$ cat src/rtl/dsk_pkg.sv
package dsk_pkg;

  localparam int SYM_BITS = 8;

  // One lane symbol as carried through a delay line
  typedef struct packed {
    logic                vld;
    logic                ctl;
    logic [SYM_BITS-1:0] dat;
  } lane_sym_t;

  typedef enum logic [1:0] {
    ACQ_IDLE = 2'd0,
    ACQ_WAIT = 2'd1,
    ACQ_LOCK = 2'd2
  } acq_state_t;

endpackage

$ cat src/rtl/dsk_lane_delay.sv
module dsk_lane_delay
  import dsk_pkg::*;
#(
  parameter int MAX_DLY = 4,
  parameter int SEL_W   = $clog2(MAX_DLY + 1)
) (
  input  logic             clk,
  input  logic             rst_n,
  input  lane_sym_t        in_sym,
  input  logic [SEL_W-1:0] tap_sel,
  output lane_sym_t        out_sym
);

  lane_sym_t stage_q [MAX_DLY];
  lane_sym_t stage_d [MAX_DLY];

  // next-state: unconditional shift, one symbol per system clock
  always_comb begin
    stage_d[0] = in_sym;
    for (int j = 1; j < MAX_DLY; j++) begin
      stage_d[j] = stage_q[j-1];
    end
  end

  always_ff @(posedge clk or negedge rst_n) begin
    if (!rst_n) begin
      for (int j = 0; j < MAX_DLY; j++) begin
        stage_q[j] <= '0;
      end
    end else begin
      for (int j = 0; j < MAX_DLY; j++) begin
        stage_q[j] <= stage_d[j];
      end
    end
  end

  // tap 0 is the live input, tap n is the input from n cycles ago
  always_comb begin
    out_sym = in_sym;
    for (int j = 0; j < MAX_DLY; j++) begin
      if (tap_sel == SEL_W'(j + 1)) begin
        out_sym = stage_q[j];
      end
    end
  end

  AST_TAP_IN_RANGE: assert property (@(posedge clk) disable iff (!rst_n)
    tap_sel <= SEL_W'(MAX_DLY));

endmodule

$ cat src/rtl/dsk_align_fsm.sv
module dsk_align_fsm
  import dsk_pkg::*;
#(
  parameter int LANES   = 4,
  parameter int MAX_DLY = 4,
  parameter int SEL_W   = $clog2(MAX_DLY + 1)
) (
  input  logic                        clk,
  input  logic                        rst_n,
  input  logic                        mode_4x,
  input  logic [LANES-1:0]            raw_mk,
  input  logic [LANES-1:0]            col_mk,
  output logic [LANES-1:0][SEL_W-1:0] dly,
  output logic                        locked,
  output logic                        col_break
);

  acq_state_t                  st_q,   st_d;
  logic                        mode_q;
  logic [LANES-1:0]            seen_q, seen_d;
  logic [SEL_W-1:0]            cnt_q,  cnt_d;
  logic [LANES-1:0][SEL_W-1:0] arr_q,  arr_d;
  logic [LANES-1:0][SEL_W-1:0] dly_q,  dly_d;
  logic                        mode_chg;
  logic                        all_seen;

  assign mode_chg  = (mode_4x != mode_q);
  assign col_break = (|col_mk) && !(&col_mk);
  assign all_seen  = &(seen_q | raw_mk);

  always_comb begin
    st_d   = st_q;
    seen_d = seen_q;
    cnt_d  = cnt_q;
    arr_d  = arr_q;
    dly_d  = dly_q;
    if (mode_chg || !mode_4x) begin
      st_d   = ACQ_IDLE;
      seen_d = '0;
      cnt_d  = '0;
      dly_d  = '0;
    end else begin
      unique case (st_q)
        ACQ_IDLE: begin
          if (|raw_mk) begin
            seen_d = raw_mk;
            arr_d  = '0;
            if (&raw_mk) begin
              dly_d  = '0;
              seen_d = '0;
              st_d   = ACQ_LOCK;
            end else begin
              cnt_d = SEL_W'(1);
              st_d  = ACQ_WAIT;
            end
          end
        end
        ACQ_WAIT: begin
          for (int i = 0; i < LANES; i++) begin
            if (raw_mk[i] && !seen_q[i]) arr_d[i] = cnt_q;
          end
          seen_d = seen_q | raw_mk;
          if (all_seen) begin
            for (int i = 0; i < LANES; i++) begin
              if (raw_mk[i] && !seen_q[i]) dly_d[i] = '0;
              else                         dly_d[i] = cnt_q - arr_q[i];
            end
            seen_d = '0;
            st_d   = ACQ_LOCK;
          end else if (cnt_q == SEL_W'(MAX_DLY)) begin
            seen_d = '0;
            cnt_d  = '0;
            st_d   = ACQ_IDLE;
          end else begin
            cnt_d = cnt_q + SEL_W'(1);
          end
        end
        ACQ_LOCK: begin
          if (col_break) begin
            cnt_d = '0;
            st_d  = ACQ_IDLE;
          end
        end
        default: st_d = ACQ_IDLE;
      endcase
    end
  end

  always_ff @(posedge clk or negedge rst_n) begin
    if (!rst_n) begin
      st_q   <= ACQ_IDLE;
      mode_q <= 1'b0;
      seen_q <= '0;
      cnt_q  <= '0;
      arr_q  <= '0;
      dly_q  <= '0;
    end else begin
      st_q   <= st_d;
      mode_q <= mode_4x;
      seen_q <= seen_d;
      cnt_q  <= cnt_d;
      arr_q  <= arr_d;
      dly_q  <= dly_d;
    end
  end

  assign locked = (st_q == ACQ_LOCK);
  assign dly    = dly_q;

  AST_NARROW_UNLOCKED: assert property (@(posedge clk) disable iff (!rst_n)
    !mode_4x |=> !locked);
  AST_MODE_FLIP_RELOCK: assert property (@(posedge clk) disable iff (!rst_n)
    (mode_4x != mode_q) |=> !locked);
  AST_BREAK_DROPS_LOCK: assert property (@(posedge clk) disable iff (!rst_n)
    (locked && col_break) |=> !locked);
  AST_DLY_HELD: assert property (@(posedge clk) disable iff (!rst_n)
    (locked && $past(locked)) |-> $stable(dly_q));

endmodule

$ cat src/rtl/dsk_word_pack.sv
module dsk_word_pack #(
  parameter int LANES = 4,
  parameter int BYTE_W = 8
) (
  input  logic                    clk,
  input  logic                    rst_n,
  input  logic                    mode_4x,
  input  logic                    locked,
  input  logic                    col_break,
  input  logic [LANES*BYTE_W-1:0] col_dat,
  input  logic [LANES-1:0]        col_ctl,
  input  logic [LANES-1:0]        col_vld,
  input  logic [BYTE_W-1:0]       l0_dat,
  input  logic                    l0_ctl,
  input  logic                    l0_vld,
  output logic [LANES*BYTE_W-1:0] word_out,
  output logic [LANES-1:0]        word_ctl,
  output logic                    word_vld
);

  logic [LANES*BYTE_W-1:0] word_d;
  logic [LANES-1:0]        mask_d;
  logic                    vld_d;

  always_comb begin
    word_d = '0;
    mask_d = '0;
    if (mode_4x) begin
      for (int i = 0; i < LANES; i++) begin
        word_d[(LANES-1-i)*BYTE_W +: BYTE_W] = col_dat[i*BYTE_W +: BYTE_W];
        mask_d[LANES-1-i] = col_ctl[i];
      end
      vld_d = locked && (&col_vld) && !col_break;
    end else begin
      word_d[LANES*BYTE_W-1 -: BYTE_W] = l0_dat;
      mask_d[LANES-1] = l0_ctl;
      vld_d = l0_vld;
    end
  end

  always_ff @(posedge clk or negedge rst_n) begin
    if (!rst_n) begin
      word_out <= '0;
      word_ctl <= '0;
      word_vld <= 1'b0;
    end else begin
      word_out <= word_d;
      word_ctl <= mask_d;
      word_vld <= vld_d;
    end
  end

  AST_NO_VLD_UNLOCKED: assert property (@(posedge clk) disable iff (!rst_n)
    (mode_4x && !locked) |=> !word_vld);
  AST_NARROW_FOLLOWS_L0: assert property (@(posedge clk) disable iff (!rst_n)
    !mode_4x |=> (word_vld == $past(l0_vld)));
  AST_BREAK_NOT_OUTPUT: assert property (@(posedge clk) disable iff (!rst_n)
    (mode_4x && col_break) |=> !word_vld);

endmodule

$ cat src/rtl/quad_lane_deskew.sv
module quad_lane_deskew
  import dsk_pkg::*;
#(
  parameter int LANES   = 4,
  parameter int BYTE_W  = SYM_BITS,
  parameter int MAX_DLY = 4
) (
  input  logic                    clk,
  input  logic                    rst_n,
  input  logic                    mode_4x,
  input  logic [BYTE_W-1:0]       align_code,
  input  logic [LANES*BYTE_W-1:0] lane_byte,
  input  logic [LANES-1:0]        lane_ctl,
  input  logic [LANES-1:0]        lane_vld,
  output logic [LANES*BYTE_W-1:0] word_out,
  output logic [LANES-1:0]        word_ctl,
  output logic                    word_vld,
  output logic                    locked
);

  localparam int SEL_W = $clog2(MAX_DLY + 1);

  logic [LANES-1:0][SEL_W-1:0] dly;
  logic [LANES-1:0]            raw_mk;
  logic [LANES-1:0]            col_mk;
  logic [LANES*BYTE_W-1:0]     col_dat;
  logic [LANES-1:0]            col_ctl;
  logic [LANES-1:0]            col_vld;
  logic                        col_break;

  for (genvar g = 0; g < LANES; g++) begin : g_lane
    lane_sym_t in_sym;
    lane_sym_t out_sym;

    assign in_sym.vld = lane_vld[g];
    assign in_sym.ctl = lane_ctl[g];
    assign in_sym.dat = lane_byte[g*BYTE_W +: BYTE_W];

    dsk_lane_delay #(
      .MAX_DLY (MAX_DLY),
      .SEL_W   (SEL_W)
    ) u_dly (
      .clk     (clk),
      .rst_n   (rst_n),
      .in_sym  (in_sym),
      .tap_sel (dly[g]),
      .out_sym (out_sym)
    );

    assign raw_mk[g] = in_sym.vld && in_sym.ctl && (in_sym.dat == align_code);
    assign col_mk[g] = out_sym.vld && out_sym.ctl && (out_sym.dat == align_code);
    assign col_dat[g*BYTE_W +: BYTE_W] = out_sym.dat;
    assign col_ctl[g] = out_sym.ctl;
    assign col_vld[g] = out_sym.vld;
  end

  dsk_align_fsm #(
    .LANES   (LANES),
    .MAX_DLY (MAX_DLY),
    .SEL_W   (SEL_W)
  ) u_fsm (
    .clk       (clk),
    .rst_n     (rst_n),
    .mode_4x   (mode_4x),
    .raw_mk    (raw_mk),
    .col_mk    (col_mk),
    .dly       (dly),
    .locked    (locked),
    .col_break (col_break)
  );

  dsk_word_pack #(
    .LANES  (LANES),
    .BYTE_W (BYTE_W)
  ) u_pack (
    .clk       (clk),
    .rst_n     (rst_n),
    .mode_4x   (mode_4x),
    .locked    (locked),
    .col_break (col_break),
    .col_dat   (col_dat),
    .col_ctl   (col_ctl),
    .col_vld   (col_vld),
    .l0_dat    (lane_byte[BYTE_W-1:0]),
    .l0_ctl    (lane_ctl[0]),
    .l0_vld    (lane_vld[0]),
    .word_out  (word_out),
    .word_ctl  (word_ctl),
    .word_vld  (word_vld)
  );

  AST_RESET_IDLE: assert property (@(posedge clk)
    !rst_n |-> (!word_vld && !locked));

endmodule

$ cat config.mk
export PLATFORM = sky130hd
export DESIGN_NAME = quad_lane_deskew
export DESIGN_NICKNAME = d
export VERILOG_FILES = /design/src/rtl/dsk_pkg.sv /design/src/rtl/dsk_lane_delay.sv /design/src/rtl/dsk_align_fsm.sv /design/src/rtl/dsk_word_pack.sv /design/src/rtl/quad_lane_deskew.sv
export SDC_FILE = /design/constraint.sdc
export NUM_CORES = 1
export LEC_CHECK = 0
export BUFFER_PORTS_ARGS = -buffer_cell sky130_fd_sc_hd__buf_2
export CAP_MARGIN = 20
export CORE_AREA = 2 2 163 165
export CTS_CLUSTER_DIAMETER = 60
export DETAILED_ROUTE_END_ITERATION = 10
export DIE_AREA = 0 0 165 167
export PLACE_DENSITY = 0.66
export SLEW_MARGIN = 20
export SYNTH_ARGS = -nofsm -noshare
export SYNTH_HDL_FRONTEND = slang
export SYNTH_SLANG_ARGS = --single-unit
$ cat constraint.sdc
create_clock -name clk -period 3.54 [get_ports clk]
set_input_delay 0.708 -clock clk [delete_from_list [all_inputs] [get_ports clk]]
set_output_delay 0.708 -clock clk [all_outputs]
set_load 0.005 [all_outputs]
**Word-level counts from Yosys, hierarchy flattened**

Index checks and enable logic that the tools add are counted.

- Add/sub/neg operators: 5
- Equal/unequal tests: 40
- Mux-type cells: 56
- Bitwise logic cells: 2
- Reduce and logical (&&, ||, !) cells: 49

Operators with widths:

| operator | count |
|---|---|
| 2-to-1 mux 10 bit | 16 |
| equality test 8 bit | 8 |
| 2-to-1 mux 12 bit | 5 |
| one-hot mux 12 bit (2 select lines) | 2 |
| 2-to-1 mux 3 bit | 15 |
| AND reduction 4 bit | 9 |
| equality test 3 x 2 -> 1 bit, second input constant | 8 |
| 2-to-1 mux 24 bit | 1 |
| logical AND 1 bit | 23 |
| 2-to-1 mux 4 bit | 5 |
| equality test 3 bit, second input constant | 5 |
| equality test 3 x 1 -> 1 bit, second input constant | 4 |
| 2-to-1 mux 2 bit | 6 |
| subtractor 3 bit | 4 |
| != test 2 x 1 -> 1 bit, second input constant | 5 |
| != test 3 x 1 -> 1 bit, second input constant | 3 |
| one-hot mux 3 bit (3 select lines) | 1 |
| 2-to-1 mux 8 bit | 1 |
| one-hot mux 4 bit (2 select lines) | 1 |
| OR reduction 4 bit | 2 |
| logical NOT 1 bit | 7 |
| != test 3 bit, second input constant | 2 |
| one-hot mux 2 bit (3 select lines) | 1 |
| AND reduction 5 bit | 1 |
| other kinds (16) | 17 |

- Register bits after elaboration: 231
- Input bits: 51
- Output and inout port bits: 38
- Logic and storage cells: 215

**Logic depth before layout (Yosys ltp)**

Gate-level depths: netlist (run 1).

- Depth in word-level cells: 13
- Mapped depth: 13

**By module**

Synthesis (run 1) repeated with hierarchy kept, for this count alone.

- Cell total of the unflattened synthesis: 876
- Area total of the unflattened synthesis: 10400.0 um2

Modules (own cells, without submodules):

| module | instances | cells each | area each (um2) |
|---|---|---|---|
| dsk_lane_delay | 4 | 122 | 1551.5 |
| dsk_align_fsm | 1 | 203 | 2031.9 |
| dsk_word_pack | 1 | 81 | 1301.2 |
| quad_lane_deskew | 1 | 104 | 860.8 |

**Least setup slack after synthesis (run 1)**

No wires, ideal clock.

- Kind: input-to-reg
- From: input port align_code[7]
- To: register u_fsm.dly_q (netlist bit u_fsm.dly[6])
- Arrival time: 3.163 ns
- Setup slack: 0.240 ns
- Stages on the path: 9
- Buffers on the path: 2
- Path through: clkbuf_1 > xor2_1 > nor4_1 > nand3_1 > nor4_1 > nor2_1 > a221oi_2 > clkbuf_1 > o21ai_0

- Longest elaborated chain between the ends: 7
- Elaborated cells on any way between the ends: 21
- Those cells by class: eq/ne: 7; mux: 4; bitwise: 1; reduce/logical: 9

Ends and longest elaborated chain:

| what | RTL line | text |
|---|---|---|
| start: declaration | quad_lane_deskew.sv:11 | `input logic [BYTE_W-1:0] align_code,` |
| equality test 8 bit | quad_lane_deskew.sv:50 | `assign raw_mk[g] = in_sym.vld && in_sym.ctl && (in_sym.dat == align_code);` |
| logical AND 1 bit | quad_lane_deskew.sv:50 |  |
| logical AND 1 bit | dsk_align_fsm.sv:65 | `if (raw_mk[i] && !seen_q[i]) dly_d[i] = '0;` |
| 2-to-1 mux 3 bit | dsk_align_fsm.sv:65 |  |
| 2-to-1 mux 12 bit | dsk_align_fsm.sv:63 | `if (all_seen) begin` |
| one-hot mux 12 bit (2 select lines) | dsk_align_fsm.sv:43 | `unique case (st_q)` |
| 2-to-1 mux 12 bit | dsk_align_fsm.sv:37 | `if (mode_chg \|\| !mode_4x) begin` |
| end signal: assignment | dsk_align_fsm.sv:103 | `dly_q <= dly_d;` |
| end: declaration | dsk_align_fsm.sv:23 | `logic [LANES-1:0][SEL_W-1:0] dly_q, dly_d;` |

Parallel ways exist; a longest one is shown, timed or not. The select of a mux whose other input is x is not followed.
A chain may end at the register's enable or synchronous reset.

**Worst setup path in the final report (run 1)**

- From: register u_fsm.dly_q (netlist bit u_fsm.dly[8])
- To: register u_fsm.cnt_q[2]

- Longest elaborated chain between the ends: 12
- Elaborated cells on any way between the ends: 17
- Those cells by class: eq/ne: 6; mux: 4; reduce/logical: 7

Ends and longest elaborated chain:

| what | RTL line | text |
|---|---|---|
| equality test 3 x 1 -> 1 bit | dsk_lane_delay.sv:41 | `if (tap_sel == SEL_W'(j + 1)) begin` |
| 2-to-1 mux 10 bit (3 in a row) | dsk_lane_delay.sv:41 |  |
| 2-to-1 mux 10 bit * | dsk_lane_delay.sv:41 |  |
| equality test 8 bit or logical AND 1 bit (tied branches) | quad_lane_deskew.sv:51 | `assign col_mk[g] = out_sym.vld && out_sym.ctl && (out_sym.dat == align_code);` |
| logical AND 1 bit * | quad_lane_deskew.sv:51 |  |
| AND reduction 4 bit | dsk_align_fsm.sv:28 | `assign col_break = (\|col_mk) && !(&col_mk);` |
| logical NOT 1 bit | dsk_align_fsm.sv:28 |  |
| logical AND 1 bit * | dsk_align_fsm.sv:28 |  |
| != test 3 bit (no line) * | - |  |
| AND reduction 5 bit (no line) * | - |  |
| end signal: assignment | dsk_align_fsm.sv:101 | `cnt_q <= cnt_d;` |
| end: declaration | dsk_align_fsm.sv:21 | `logic [SEL_W-1:0] cnt_q, cnt_d;` |

Mark *: on every way between the ends. The rest lies on a longest branch, timed or not.

==> results of run 1 <==
[what timing repair did]
action | in CTS | in global routing
endpoints found under the setup margin | 0 | 5
gates resized for setup | 0 | 7
hold buffers | 0 | 0
[worst max path at each step]
stage,from,endpoint,slack [ns],cells past startpoint
after floorplan,align_code[7],u_fsm.dly[6],0.24,9
final,u_fsm.dly[8],u_fsm.cnt_q[2],0.16,11
after global routing,u_fsm.dly[8],u_fsm.st_q[1],0.002,11
after global placement,lane_byte[18],u_fsm.cnt_q[2],0.11,11
after detailed placement,align_code[7],u_fsm.cnt_q[2],0.11,10
after CTS,u_fsm.dly[4],u_fsm.cnt_q[2],0.12,11
[flip-flops by register name, indices dropped and copies added, names as in the netlist]
signal,count
g_lane.u_dly.stage_d,120
g_lane.u_dly.stage_q,40
u_fsm.arr_q,12
u_fsm.cnt_q,3
u_fsm.dly,12
u_fsm.mode_q,1
u_fsm.seen_q,4
u_fsm.st_q,2
u_pack.word_ctl,4
u_pack.word_out,32
u_pack.word_vld,1
[worst reg2reg max path: stages, from the launching register on]
cell and delay, ns:
dfrtp_1 0.46, buf_12 0.20, o21bai_1 0.15, a221oi_1 0.38
o221ai_1 0.29, a21o_1 0.23, a2111oi_2 0.34, o2111ai_1 0.25
and4_4 0.22, o21a_1 0.21, o311a_1 0.35, a41o_1 0.20
[placed cells by master (no fill, tap or decap), types with 6 or more instances in the layout]
| master | netlist | final |
|---|---|---|
| buf_4 | 1 | 48 |
| a211oi_1 | 12 | 12 |
| xnor2_1 | 31 | 31 |
| dfrtp_1 | 231 | 226 |
| a21o_1 | 6 | 6 |
| a22oi_1 | 9 | 9 |
| nor4_1 | 9 | 9 |
| o21ai_0 | 38 | 38 |
| a21oi_1 | 34 | 34 |
| buf_2 | 11 | 87 |
| a221oi_1 | 12 | 12 |
| o22ai_1 | 6 | 6 |
| nor2b_1 | 24 | 24 |
| and2_1 | 15 | 15 |
| clkbuf_16 | 0 | 23 |
| nor3_1 | 17 | 17 |
| a22o_1 | 10 | 10 |
| mux2_2 | 29 | 29 |
| nand2_1 | 55 | 55 |
| and3_1 | 7 | 7 |
| inv_1 | 38 | 38 |
| nand3_1 | 13 | 13 |
| mux2i_1 | 29 | 29 |
| a221o_1 | 13 | 13 |
| nor2_1 | 43 | 42 |
| o21a_1 | 6 | 6 |
| xor2_1 | 34 | 34 |
| nand3b_1 | 14 | 14 |
| nand2b_1 | 15 | 15 |
| o211ai_1 | 7 | 7 |
| ha_1 | 9 | 9 |
[layer usage]
metal / up-vias / track usage / wire length (um)
li1: 3390 / - / -
met1: 3712 / 0.273 / 11600
met2: 226 / 0.298 / 12200
met3: 43 / 0.0237 / 1350
met4: 0 / 0.0594 / 622
met5: - / 0 / 0
[synth_stat cells, drive strengths merged (10+ instances only)]
library cell  count
dfrtp           231
nand2            55
nor2             43
o21ai            41
inv              39
a21oi            34
xor2             34
mux2             32
xnor2            31
mux2i            29
clkbuf           28
nor2b            25
buf              20
nor3             17
and2             15
nand2b           15
nand3b           14
a221o            13
a221oi           13
nand3            13
a211oi           12
a22o             10
[where the power goes]
group	switching, mW	internal (mW)	leakage, nW	total, mW
clock network	0.981	1.62	0.399	2.60
logic	0.230	0.146	2.10	0.375
registers	0.0544	2.76	2.79	2.81
total	1.27	4.52	5.29	5.78
[cell type report]
cell class	count	area, sq um	area share
clock buffer	29	628	0.0517
sequential	231	5790	0.476
timing repair buffer	141	911	0.0750
multi-input combinational	569	4080	0.335
inverter	39	146	0.0120
clock inverter	11	183	0.0150
tap	335	419	0.0345
[through the flow]
stage                     hold slack, ns  cell area (sq um)  worst slack (ns)
final                              0.151              12100             0.159
after global routing               0.186              12100           0.00208
after CTS                          0.160              12100             0.123
after detailed placement           0.354              11300             0.108
after global placement             0.351              11300             0.112
after floorplan                    0.346              10200             0.240
[cell families (layout without fill, tap and decap cells)]
kind of cell,after synthesis,count (layout),synth area share
compound gates,199,199,0.140
xor+xnor,65,65,0.0557
fa+ha+maj,13,13,0.0189
buf+inv,87,220,0.0360
flops,231,231,0.566
mux,62,62,0.0659
simple gates,230,230,0.118
==> impl_results.md, run 1 <==
* Fin Setup TNS at 0 ns
* Clk root buf: clkbuf_16
* Worst setup EP type: register
* Mapped Area at just over 0.01 sq mm
* Buf+Inv Stages, Crit Path at 1
* Clock-pin slew on the worst setup and hold paths at 0.06 ns
* Synth Register Bits at 231
* Hold Path Class: in -> async
* CTS tree: done
* Via count at 7,371
* GRT Util Overall at 0.189
* Max Cap Viol at 0
* Worst-path fanout max at 27
* Clock Skews at approximately 0.0089 ns
* Async SR Flop Fraction at 1.00
* Ant diodes at 0
* Floorplan row count at 59
* First-pass GRT wire length at about 41,000 um
* RSZ-0062 raised after global routing: no
* P_leak at 5.29 nW
* Fin. Hold Viols at 0
* Reg2reg start: u_fsm.dly[8]
* Grt total ovfl at 0
* Mapped Nets at 951
* CP peak stage delay at 0.46 ns
* Routed wire length at 25,700 um
* Floorplan Core Area at 0.0258 sq mm
* Leading area contributor after synthesis: dfrtp_1
* DR WL/cell at between 15 and 20 um
* Vias/cell at 5.44
* Length in cells of the worst reg-to-reg path at 11
* Crit path launch type: register
* Post-synth top flop: dfrtp_1
* Die width at 165 um
* Warnings, synthesis at 0
* Register area share after synthesis at 0.566
* Htree depth at 1
* Initial DRT Pass Iterations at 5
* Dpl hpwl at 18,600 um
* WP data required at 3.94 ns
* Clock Sinks at 231
* Worst reg2reg setup slack at 0.16 ns
* Layout cells sized above 1 at 0.221
* Utilization of the core after routing at 0.472
* GPL Wtd Cong at 0.917
* Syn_area_per_cell at 11.5 sq um
* Fmax at 296 MHz
* Port buffer count at 88
* Crit path kind: reg -> reg
* Dpl cells at 1,315
* CTS buffer count at 23
* # IOs at 89
* Setup bufs post-CTS at 0
* Status: completed
* Maximum clock path buffer count at 3
* WP data arrival at 3.78 ns
* Post-synth top area share at 0.566
* DR iter-0 viols at 650
* Initial Utilization at 0.397
* Rel. slew slack at 0.459
* Post-synthesis cell count at 887
* CP max stage cell: dfrtp_1
* Worst slew pin tran at around 0.8 ns
* Tcrit/Tclk final at 0.955
* Die H at 167 um
* Finished Layout Cells at 1,355
* Initial antenna violation count at 0
* EDFF count, synth at 0
* Die area at 0.0276 sq mm
* Max-slew violation count at 0
* Number of distinct library cells after synthesis at 73
* Total power at 5.78 mW
* P&R area growth vs syn at 18.9%
* Worst skew pair latency at 0.51 ns
* Vias in the first global route at ~7.4k
* FF-to-FF End: u_fsm.cnt_q[2]
* Fill cells at 2,291
* Worst IR drop on VDD at between 0.3 and 0.4 mV
* Largest net degree at the start of global routing at 83
* Final #Nets at 1,069
* Largest cells by area after synthesis: dfrtp_1 57%, mux2_2 3.2%, xor2_1 2.9%
* Routed Antenna Nets at 0
* Top Family by Delay on Critical Path: compound AO/OA/AOI/OAI gates
* Final setup fails at 0
* Final min period at 3.38 ns
* Crit path cell chain: buf_12 -> o21bai_1 -> a221oi_1 -> o221ai_1 -> a21o_1 -> a2111oi_2 -> o2111ai_1 -> and4_4 -> o21a_1 -> o311a_1 -> a41o_1
* Pwr Density at ~480 mW/mm^2
* Post-route DRC at 0
(Power assumes the default switching activity.)
==> run 2, diff against run 1 <==
- ABC_AREA: unset -> 1
- CORE_AREA: 2 2 163 165 -> 2 2 168 170
- DIE_AREA: 0 0 165 167 -> 0 0 170 172
- PLACE_DENSITY: 0.66 -> 0.65
==> run 2 against run 1 <==
  * Clock skew grew 0.0058 ns
  * Area after synthesis rose by 5.5%
  * Clock-buffer cell count up 14
  * Global-route usage grew 1.4 points
  * Synthesized cell count increased by 47%
  * Routed wire length increased by 13%
  * Maximum frequency rose by 19%
  * Sequential share of layout area decreased by 1.1 points
  * Combinational power increased by 38%
  * Final area grew 2.2%
  * Critical path type unchanged
  * Largest cell class unchanged
==> impl_results.md, run 2 <==
* Status: completed
* Leading area contributor after synthesis: dfrtp_1
* Vias/cell at 4.97
* Dpl hpwl at 21,000 um
* Crit path kind: reg -> reg
* Initial Utilization at 0.392
* CTS resizes at 0
* Post-synth top area share at 0.536
* Tcrit/Tclk final at 0.802
* Pwr Density at 488 mW/mm^2
* Vias in the first global route at approximately 8.4k
* Largest cells by area after synthesis: dfrtp_1 54%, nand2_1 15%, nand3_1 5.4%
* Crit path launch type: register
* Most frequent cell after synthesis: nand2_1
* Mapped Nets at 1,365
* Worst slew pin tran at 0.741 ns
* Post-CTS Hold Buffers at 0
* XOR/XNOR Fraction of Synth Area at 0.0146
* Synth Area in Simple Gates at 0.328
* Length in cells of the worst reg-to-reg path at 18
* Initial DRT Pass Iterations at 5
* Clock-pin slew on the worst setup and hold paths at 0.05 ns
* Routed Antenna Nets at 0
* Reg2reg start: u_fsm.dly[9]
* Routed wire length at 29,100 um
* Die width at 170 um
* GRT Util Overall at 0.203
* Async SR Flop Fraction at 1.00
* Setup bufs post-CTS at 0
* Fin Setup TNS at 0 ns
* Worst skew pair latency at 0.53 ns
* Final #Nets at 1,452
* DR iter-0 viols at 638
* EDFF count, synth at 0
* Post-synthesis mux area share at 0
* Worst reg2reg setup slack at 0.70 ns
* Worst setup EP type: register
* RSZ-0062 raised after global routing: no
* WP data arrival at ~3.3 ns
* Post-synthesis adder-cell area fraction at 0.0179
* Complex-gate fraction of the synthesized area at 0.0353
* Clk root buf: clkbuf_16
* Htree depth at 1
* Fmax at approximately 350 MHz
* Commonest non-fill, non-tap cell in the layout: nand2_1
* Fill cells at 2,695
* P_leak at 6.37 nW
* Total power at 6.06 mW
* Largest register FFs at 120
* Largest net degree at the start of global routing at 97
* Port buffer count at 88
* Rel. slew slack at 0.506
* First-pass GRT wire length at roughly 46,000 um
* Clock Skews at 0.0148 ns
* Post-synthesis cell count at roughly 1.3k
* Fin area at 0.0124 sq mm
* DR WL/cell at 16.5 um
* Die H at 172 um
* Warnings, synthesis at 0
* Register area share after synthesis at 0.536
* Max Cap Viol at 0
* WP data required at roughly 4 ns
* Grt total ovfl at 0
* Final setup fails at 0
* WHS at 0.211 ns
* Dpl cell area at 0.0115 sq mm
* Most frequent cells in the layout: 431 x nand2_1, 231 x dfrtp_1, 136 x nor2_1, 116 x nand3_1, 107 x inv_1
* Hold Path Class: in -> async
* FF-to-FF End: u_fsm.cnt_q[2]
* Floorplan Core Area at 0.0275 sq mm
* Initial antenna violation count at 4
* Post-route DRC at 0
* # IOs at 89
* Syn_area_per_cell at 8.29 sq um
* Die area at 0.0292 sq mm
* Worst-path fanout max at 14
* Mapped Area at 0.0108 sq mm
* Floorplan row count at about 60
* Main combinational cell family by area after synthesis: simple AND/OR/NAND/NOR gates
* CTS buffer count at 28
* Number of distinct library cells after synthesis at 41
* Synth Register Bits at 231
* Via count at ~9k
* Max-slew violation count at 0
* Clock Sinks at 231
* Maximum clock path buffer count at 3
* Final min period at 2.84 ns
* Worst IR drop on VDD at 0.341 mV
* GPL Wtd Cong at 0.878
* Layout cells sized above 1 at 0.158
* Most common library cells after synthesis: 431 x nand2_1, 231 x dfrtp_1, 136 x nor2_1
* Post-synth top flop: dfrtp_1
* CTS tree: done
* P&R area growth vs syn at 15.1%
* Fin. Hold Viols at 0
[run 2: cell types whose count changed in the layout (fill, tap and decap cells not counted), sizes merged, moves of 36 or more]
cell   previous run  this run
nor2             43       147
nand3            13       123
nand2            55       437
inv              39       132
buf             141        96
nand4             3        39
or2               3        41
[run 2: cell families (layout without fill, tap and decap cells)]
kind of cell             Yosys count  count (layout)
AND/OR/NAND/NOR                  797             797
buffers and inverters            170             278
AO/OA/AOI/OAI                     72              72
other                              0               3
adder cells (fa/ha/maj)           13              13
XOR/XNOR                          18              18
flip-flops                       231             231
[run 2: through the flow]
stage	setup WS (ns)	util	instances
2_1_floorplan	1.14	-	1301
3_3_place_gp	0.662	0.419	1704
3_5_place_dp	0.562	0.419	1704
4_1_cts	0.715	0.452	1755
5_1_grt	0.412	0.452	1755
6_report	0.700	0.452	1758
[run 2: routing by layer]
metal | GRT usage | part of all wire
met1 | 0.275 | 0.44
met3 | 0.0364 | 0.062
met5 | 0 | 0.00055
met2 | 0.325 | 0.46
met4 | 0.0788 | 0.040
[run 2: critical path, cell delays in order, from the launching register on]
cell and delay, ns:
dfrtp_1 0.65, inv_2 0.17, nand2_1 0.38, nor2_1 0.07, nor2_1 0.09, nand2_1 0.06, nand2_1 0.06, nand2_1 0.12
nor2_1 0.24, nand2_1 0.08, nor2_1 0.10, nand3_1 0.08, nor2_1 0.11, nand2_1 0.06, nand2_1 0.13, nand3_4 0.14
nand2_2 0.11, nand2_1 0.05, nand2_1 0.06
[run 2: worst max path at each step]
stage | slack [ns] | depth (start not counted) | to | startpoint
after detailed placement | 0.56 | 15 | u_fsm.dly[1] | align_code[3]
after global routing | 0.41 | 18 | u_fsm.cnt_q[1] | u_fsm.dly[9]
final | 0.70 | 18 | u_fsm.cnt_q[2] | u_fsm.dly[9]
after CTS | 0.72 | 18 | u_fsm.cnt_q[2] | u_fsm.dly[9]
after floorplan | 1.14 | 12 | u_fsm.dly[6] | align_code[6]
after global placement | 0.66 | 15 | u_fsm.dly[4] | align_code[3]
[run 2: cell type report]
| type | count | area (sq um) | area share |
|---|---|---|---|
| clock inverters | 8 | 52.6 | 0.00423 |
| diodes | 3 | 7.51 | 0.000605 |
| clock buffers | 43 | 838 | 0.0675 |
| well taps | 346 | 433 | 0.0349 |
| inverters | 131 | 502 | 0.0404 |
| flip-flops and latches | 231 | 5780 | 0.466 |
| repair buffers | 96 | 536 | 0.0431 |
| multi-input cells | 900 | 4260 | 0.344 |
[run 2: power by group]
part           total (mW)  switching, mW  internal, mW
clock network        2.72           1.09          1.63
registers            2.83         0.0566          2.77
logic               0.517          0.359         0.157
==> run 3, diff against run 2 <==
- clock period: 3.54 -> 2.8 ns (I/O delays scaled with it)
==> run 3 against run 2 <==
  * Maximum frequency rose by 11%
  * Final area grew 3.7%
  * Largest power group is now clock
  * Largest cell class unchanged
  * Clock skew shrank 0.0046 ns
==> impl_results.md, run 3 (synthesis results as in run 2) <==
* Hold Path Class: in -> async
* CP max stage cell: dfrtp_1
* RSZ-0062 raised after global routing: no
* Clk root buf: clkbuf_16
* WP data required at 3.27 ns
* Final min period at approximately 2.6 ns
* Worst-path fanout max at 7
* Clock Skews at 0.0102 ns
* Tcrit/Tclk final at 0.915
* Max-slew violation count at 0
* Rel. slew slack at 0.548
* Switching Power at between 1.5 and 2 mW
* CTS tree: done
* GPL Wtd Cong at 0.863
* DR WL/cell at 16.3 um
* P_leak at 6.63 nW
* Switch share at 0.244
* First-pass GRT wire length at 46,900 um
* Initial antenna violation count at 4
* Most frequent cells in the layout: 429 x nand2_1, 227 x dfrtp_1, 136 x nor2_1, 115 x nand3_1, 107 x inv_1
* Reg power frac at 0.454
* Grt total ovfl at 0
* Htree depth at 1
* WHS at around 0.045 ns
* CTS buffer count at 27
* Floorplan Core Area at between 0.02 and 0.03 sq mm
* Register area at 0.00579 sq mm
* Top Family by Delay on Critical Path: simple AND/OR/NAND/NOR gates
* Maximum clock path buffer count at 3
* Crit path cell chain: inv_2 -> nand2_2 -> nor2_8 -> buf_4 -> buf_4 -> nand2_1 -> nand2_1 -> inv_1 -> nand2_1 -> nand2_1 -> nand2_1 -> nand2_1 -> nor2_1 -> nand3_1 -> nor2_1 -> nand2_1 -> nand2_1 -> nand3_4 -> nand2_2 -> nand2_1 -> nand2_1
* Die width at 170 um
* Routed Antenna Nets at 0
* Largest register FFs at 120
* CP peak stage delay at 0.45 ns
* Vias/cell at 4.93
* Buf+Inv Stages, Crit Path at 4
* Combinational share of power at 0.087
* Final #Nets at 1,498
* Crit path kind: reg -> reg
* Fmax at roughly 390 MHz
* Port buffer count at 88
* Utilization of the core after routing at 0.468
* Worst skew pair latency at 0.54 ns
* # IOs at 89
* Initial Utilization at 0.392
* Post-route DRC at 0
* P&R area growth vs syn at 19.4%
* Clock power share at 0.459
* Fin Setup TNS at 0 ns
* Max Cap Viol at 0
* Via count at 8,890
* Final setup fails at 0
* Vias in the first global route at 8,629
* Fin. Hold Viols at 0
* Crit path launch type: register
* Pwr Density at 611 mW/mm^2
* Floorplan row count at about 60
* Worst IR drop on VDD at 0.375 mV
* WP data arrival at 3.03 ns
* Layout cells sized above 1 at 0.191
* Clock Sinks at 231
* Worst setup EP type: register
* Multi-input gate area at 0.00429 sq mm
* Largest net degree at the start of global routing at 84
* Die area at 0.0292 sq mm
* Commonest non-fill, non-tap cell in the layout: nand2_1
* Die H at about 170 um
* Dpl hpwl at 21,600 um
* Pint at 5.95 mW
* Worst slew pin tran at 0.678 ns
* Fill cells at roughly 2.7k
* Cell mode on critical path: nand2_1
* Clock-pin slew on the worst setup and hold paths at 0.06 ns
* Post-CTS Hold Buffers at 0
* Initial DRT Pass Iterations at 5
* DR iter-0 viols at 601
* Status: completed
* Routed wire length at approximately 29,000 um
* GRT Util Overall at 0.206
## run 3: power groups by stage
stage / clock, mW / combinational [mW] / sequential (mW)
3_3_place_gp: 0 / 0.676 / 3.63
3_5_place_dp: 0 / 0.681 / 3.63
4_1_cts: 3.67 / 0.685 / 3.58
5_1_grt: 3.81 / 0.775 / 3.59
2_1_floorplan: 0 / 0.357 / 3.62
6_report: 3.61 / 0.681 / 3.57
## run 3: metal layers
metal,global-route usage,up-vias,part of all wire
met5,0,-,0.00041
met4,0.0691,2,0.032
met3,0.0380,63,0.060
met2,0.335,240,0.46
met1,0.278,4212,0.44
li1,-,4373,-
## run 3: path summary, 6_finish.rpt
check,slack (ns),end,depth (start not counted),start
max,0.24,u_fsm.cnt_q[2],21,u_fsm.dly[11]
min,0.04,u_fsm.arr_q[9],1,rst_n
max reg2reg,0.24,u_fsm.cnt_q[2],21,u_fsm.dly[11]
min reg2reg,0.37,g_lane[1].u_dly.stage_d[16],0,g_lane[1].u_dly.stage_d[26]
max in group asynchronous,2.04,g_lane[0].u_dly.stage_d[27],2,rst_n
min in group clk,0.17,g_lane[1].u_dly.stage_d[28],1,lane_ctl[1]
## run 3: cell type report
type                            instances  area share
Sequential cell                       231       0.450
Clock buffer                           38      0.0612
Tap cell                              346      0.0336
Multi-Input combinational cell        900       0.333
Clock inverter                         11      0.0110
Antenna cell                            3    0.000583
Timing Repair Buffer                  143      0.0713
Inverter                              131      0.0396
## run 3: through the flow
step | setup WS [ns] | std cells | power [mW] | area, sq um
after global routing | 0.0146 | 1800 | 8.18 | 12900
after CTS | 0.169 | 1789 | 7.93 | 12700
after global placement | 0.0928 | 1740 | 4.31 | 11800
final | 0.238 | 1803 | 7.87 | 12900
after floorplan | 0.551 | 1301 | 3.98 | 10800
after detailed placement | 0.0269 | 1740 | 4.32 | 11800
## run 3: repair_timing
item / in CTS / in global routing
endpoints found under the setup margin: 0 / 6
resized for setup: 0 / 13
setup buffers: 0 / 11
## run 3: worst register-to-register path: cells and delay by family (launching register included)
family | cells | cell delay (ns)
buf+inv | 4 | 0.45
flops | 1 | 0.45
simple gates | 17 | 1.61
